[src/rtl/bat_block_matcher.sv]
module bat_block_matcher #(
  parameter int PAIRS = 4
) (
  input  logic                clk_i,
  input  logic                rst_i,
  input  logic                sync_i,
  input  logic                problem_i,
  input  logic [PAIRS*64-1:0] upper_i,
  input  logic [PAIRS*64-1:0] lower_i,
  input  logic [63:0]         ea_i,
  input  logic [1:0]          acc_i,
  output logic                hit_o,
  output logic                fault_o,
  output logic [63:0]         real_addr_o,
  output logic [1:0]          prot_o
);
  localparam int IW = (PAIRS > 1) ? $clog2(PAIRS) : 1;
  localparam logic [1:0] ACC_WRITE = 2'b10;

  logic [PAIRS-1:0] vld_q;
  logic             prob_q;
  logic [63:0]      mask_q [PAIRS];
  logic [63:0]      bepi_q [PAIRS];
  logic [63:0]      brpn_q [PAIRS];
  logic [1:0]       pp_q   [PAIRS];

  always_ff @(posedge clk_i) begin
    if (rst_i) begin
      vld_q  <= '0;
      prob_q <= 1'b0;
    end else if (sync_i) begin
      prob_q <= problem_i;
      for (int i = 0; i < PAIRS; i++) begin
        vld_q[i]  <= problem_i ? upper_i[i*64] : upper_i[i*64+1];
        mask_q[i] <= {36'd0, upper_i[i*64+2 +: 11], 17'h1FFFF};
        bepi_q[i] <= {upper_i[i*64+17 +: 47], 17'd0};
        brpn_q[i] <= {lower_i[i*64+17 +: 47], 17'd0};
        pp_q[i]   <= lower_i[i*64 +: 2];
      end
    end
  end

  logic [PAIRS-1:0] match;
  for (genvar g = 0; g < PAIRS; g++) begin : g_cmp
    assign match[g] = vld_q[g] && ((ea_i & ~mask_q[g]) == (bepi_q[g] & ~mask_q[g]));
  end

  logic [IW-1:0] sel;
  always_comb begin
    sel = '0;
    for (int i = PAIRS - 1; i >= 0; i--)
      if (match[i]) sel = IW'(i);
  end

  wire found = |match;
  wire deny  = (pp_q[sel] == 2'b00 && prob_q) || (acc_i == ACC_WRITE && pp_q[sel][0]);

  assign hit_o       = found && !deny;
  assign fault_o     = found && deny;
  assign prot_o      = found ? pp_q[sel] : 2'b00;
  assign real_addr_o = found ? (brpn_q[sel] | (ea_i & mask_q[sel])) : 64'd0;

  p_excl_r10: assert property (@(posedge clk_i) disable iff (rst_i)
    !(hit_o && fault_o));

  p_miss_zero_r10: assert property (@(posedge clk_i) disable iff (rst_i)
    !(hit_o || fault_o) |-> (real_addr_o == 64'd0 && prot_o == 2'b00));

  p_offset_r5: assert property (@(posedge clk_i) disable iff (rst_i)
    (hit_o || fault_o) |-> (real_addr_o[16:0] == ea_i[16:0]));

  p_write_ok_r8: assert property (@(posedge clk_i) disable iff (rst_i)
    (hit_o && acc_i == ACC_WRITE) |-> (prot_o == 2'b10 || (prot_o == 2'b00 && !prob_q)));

  p_hold_r11: assert property (@(posedge clk_i) disable iff (rst_i)
    (!sync_i ##1 ($stable(ea_i) && $stable(acc_i))) |->
      ($stable(hit_o) && $stable(fault_o) && $stable(real_addr_o) && $stable(prot_o)));
endmodule

[config.mk]
export PLATFORM = sky130hd
export DESIGN_NAME = bat_block_matcher
export DESIGN_NICKNAME = d
export VERILOG_FILES = /design/src/rtl/bat_block_matcher.sv
export SDC_FILE = /design/constraint.sdc
export NUM_CORES = 1
export LEC_CHECK = 0
export CAP_MARGIN = 10
export CORE_AREA = 2 2 251 253
export CTS_CLUSTER_DIAMETER = 200
export CTS_CLUSTER_SIZE = 30
export DETAILED_ROUTE_END_ITERATION = 7
export DIE_AREA = 0 0 253 255
export DONT_BUFFER_PORTS = 1
export GPL_TIMING_DRIVEN = 0
export PLACE_DENSITY_LB_ADDON = 0.15
export SYNTH_ARGS = -nofsm -noshare
export SYNTH_HDL_FRONTEND = slang
export SYNTH_SLANG_ARGS = --single-unit
export TNS_END_PERCENT = 50
[constraint.sdc]
create_clock -name clk_i -period 57.5 [get_ports clk_i]
set_clock_uncertainty 0.2 [all_clocks]
set_input_delay 5.75 -clock clk_i [delete_from_list [all_inputs] [get_ports clk_i]]
set_output_delay 5.75 -clock clk_i [all_outputs]
set_load 0.02 [all_outputs]
==> metrics.txt <==
post-route clock period utilization 28.0%; Clock Latency Late Sink 570 ps; Hold Path Sink prob_q; crit-path cells buf_2 -> xnor2_1 -> o22ai_1 -> nor4_1 -> nand4_1 -> nand2_1 -> nor3_1 -> clkbuf_1 -> o31ai_1; hold crit path type reg -> reg; Mapped Nets 1652; TritonCTS clock tree done; unrepaired setup endpoints after global routing false; post_cts resized 0; final-stage net count 1686; clk slew on worst S/H paths 110 ps; Bufs on Longest Clock Path 3; First-pass DRT Iterations 6; fraction of registers with async set/reset 0%; RePlAce Congestion 0.817; Hold Path Depth 2; global-route usage over all layers 18.1%; setup slack, reg-to-reg 56390 ps; largest net degree at the start of global routing 38; Synth cell types 48; clock buffer count from CTS 18; post-synthesis sequential area ratio 71.8%; syn_area_per_cell 16.9 um^2; crit path max fanout 10; Max VDD drop 20.4 uV; Detail Route Antenna Nets 0; number of synthesized flops with an enable pin 428; Setup Buffers After CTS 0; Routed WL 61.6 mm; Slew @ Worst Pin 1170 ps; Avg WL per Cell 31.9 um; Die Ht 255 um; # fillers 6060; worst r2r path cells 2; # IOs 650; PnR worst setup slack 41380 ps; die width 253 um; crit path time final 16120 ps; Pleak 5.94 nW; min-delay src prob_q; reg-to-reg critical path endpoint vld_q[1]; Syn. warnings 0; vias 9615; area delta synth->final 10.3%; CTS H-tree depth 1; layout cells sized above 1 13.3%; TritonCTS Sinks 433; final instance area 19900 um^2; die footprint 64500 um^2; Post-DP Area 19300 um^2; Power Total 0.000590 W; outcome complete, no violations; PD cells 29.6 nW/um^2; Iter 0 DRT Violations 806; global-route wire length before repair 80.3 mm; Worst Path Buf+Inv 2; Max Freq 62.0 MHz; Main synth FF type edfxtp_1; IO Port Bufs 0; Critical Path Max Stage Delay 1020 ps; Starting Density 29.0%; Top delay family on crit path simple AND/OR/NAND/NOR gates; max-slew violations 0; Place WS 41430 ps; antenna violations before repair 34; grt ovf 0; Setup crit start kind input port; Yosys reg bits 433; Worst Path Required 51550 ps; vias in the first global route 9921; Final Setup Violations 0; Slowest-stage cell, CP o31ai_1; # hold bufs at CTS 0; Core ar. 62200 um^2; final hold violation count 0; row count 92; Post-route DRC 0; worst path arrival time 10170 ps; R2R Path Start vld_q[1]; relative slew slack 22.0%; Post-Synthesis Cells 1070; Setup CP Type in -> out; Post-Syn Area 18000 um^2; max cap viols 0; drt via density 4.97; DP HPWL 49.0 mm; root buffer cell clkbuf_16; Worst Setup End Kind primary output; Hold WS 361 ps; setup tns final 0 ps
[cells by family (layout without fill, tap and decap cells)]
family	count (synthesis)	after routing	share of synthesized area [%]
flip-flops	433	433	71.8
AND/OR/NAND/NOR	213	213	7.12
XOR/XNOR	188	188	9.38
AO/OA/AOI/OAI	106	106	4.28
buffers and inverters	79	120	2.02
multiplexers	51	51	5.40
other	0	23	0
[synth_stat cells, types with 10 or more instances]
library cell  number  area (um^2)
a221oi_1          10         87.6
a31o_2            10         87.6
and2_1            63          394
buf_2             38          190
clkbuf_1          31          116
edfxtp_1         428        12900
mux2_2            10          113
mux4_2            36          811
nand2_1           11         41.3
nand3_1           17         85.1
nand4_1           52          325
nor2b_1           11         68.8
nor3_1            12         60.1
nor4_1            20          125
o22ai_1           38          238
xnor2_1          182         1590
[state kept, by name, summed over array words and instances (netlist names)]
| register | cells |
|---|---|
| prob_q | 1 |
| vld_q | 4 |
| brpn_q | 188 |
| bepi_q | 188 |
| pp_q | 8 |
| mask_q | 44 |
[worst max path at each step]
stage,from,end,cells after the start
after floorplan,sync_i,bepi_q[0][0],2
after global placement,sync_i,bepi_q[3][6],2
after detailed placement,ea_i[28],real_addr_o[27],12
after CTS,ea_i[28],real_addr_o[27],11
after global routing,ea_i[48],real_addr_o[27],10
final,ea_i[24],real_addr_o[27],9
[metrics by stage]
stage | utilization [%] | std cells
after global routing | 32.0 | 1921
after global placement | 30.6 | 1869
final | 32.0 | 1933
after CTS | 31.9 | 1910
after detailed placement | 31.1 | 1883
after floorplan | - | 1070
[tightest hold or removal path: cells and delay by family, from the launching register on]
| kind | cells | cell delay, ps |
|---|---|---|
| DFF | 1 | 350 |
| and+or+nand+nor | 1 | 50 |
| muxes | 1 | 130 |
[cells in the final DEF, fill, tap and decap left out, drive strengths merged, types with 2 or more instances in the layout]
cell type,n
edfxtp,428
xnor2,188
and2,63
clkbuf,57
buf,54
nand4,53
o22ai,38
mux4,36
diode,23
nor4,23
nand3,17
nor3,12
nand2,12
nor2b,11
mux2,10
a221oi,10
a31o,10
o211ai,9
o21bai,9
o31ai,9
nor2,9
inv,7
a211oi,5
mux2i,5
dfxtp,5
or2,5
and4,4
a21oi,4
o21ai,3
or3,2
o221ai,2
o311a,2
clkinv,2
[final cells by class]
| cell class | instances | area (um^2) | share of cell area, % |
|---|---|---|---|
| flip-flops and latches | 433 | 13000 | 65.1 |
| multi-input cells | 558 | 4730 | 23.8 |
| well taps | 799 | 1000 | 5.02 |
| clock buffers | 25 | 477 | 2.40 |
| plain buffers | 72 | 338 | 1.70 |
| repair buffers | 14 | 280 | 1.41 |
| diodes | 23 | 57.6 | 0.289 |
| clock inverters | 2 | 36.3 | 0.182 |
| inverters | 7 | 26.3 | 0.132 |
[where the power goes]
part | switching (W) | internal, W
combinational | 0.0000273 | 0.0000197
clock | 0.000102 | 0.0000605
sequential | 0.00000933 | 0.000370
[metal layers]
metal / track usage (%) / vias to the layer above / routed length, um
li1: - / 4215 / -
met1: 22.7 / 4899 / 24800
met2: 30.3 / 394 / 30500
met3: 5.60 / 83 / 4720
met4: 4.90 / 24 / 1450
met5: 0 / - / 171
(Power assumes the default switching activity.)
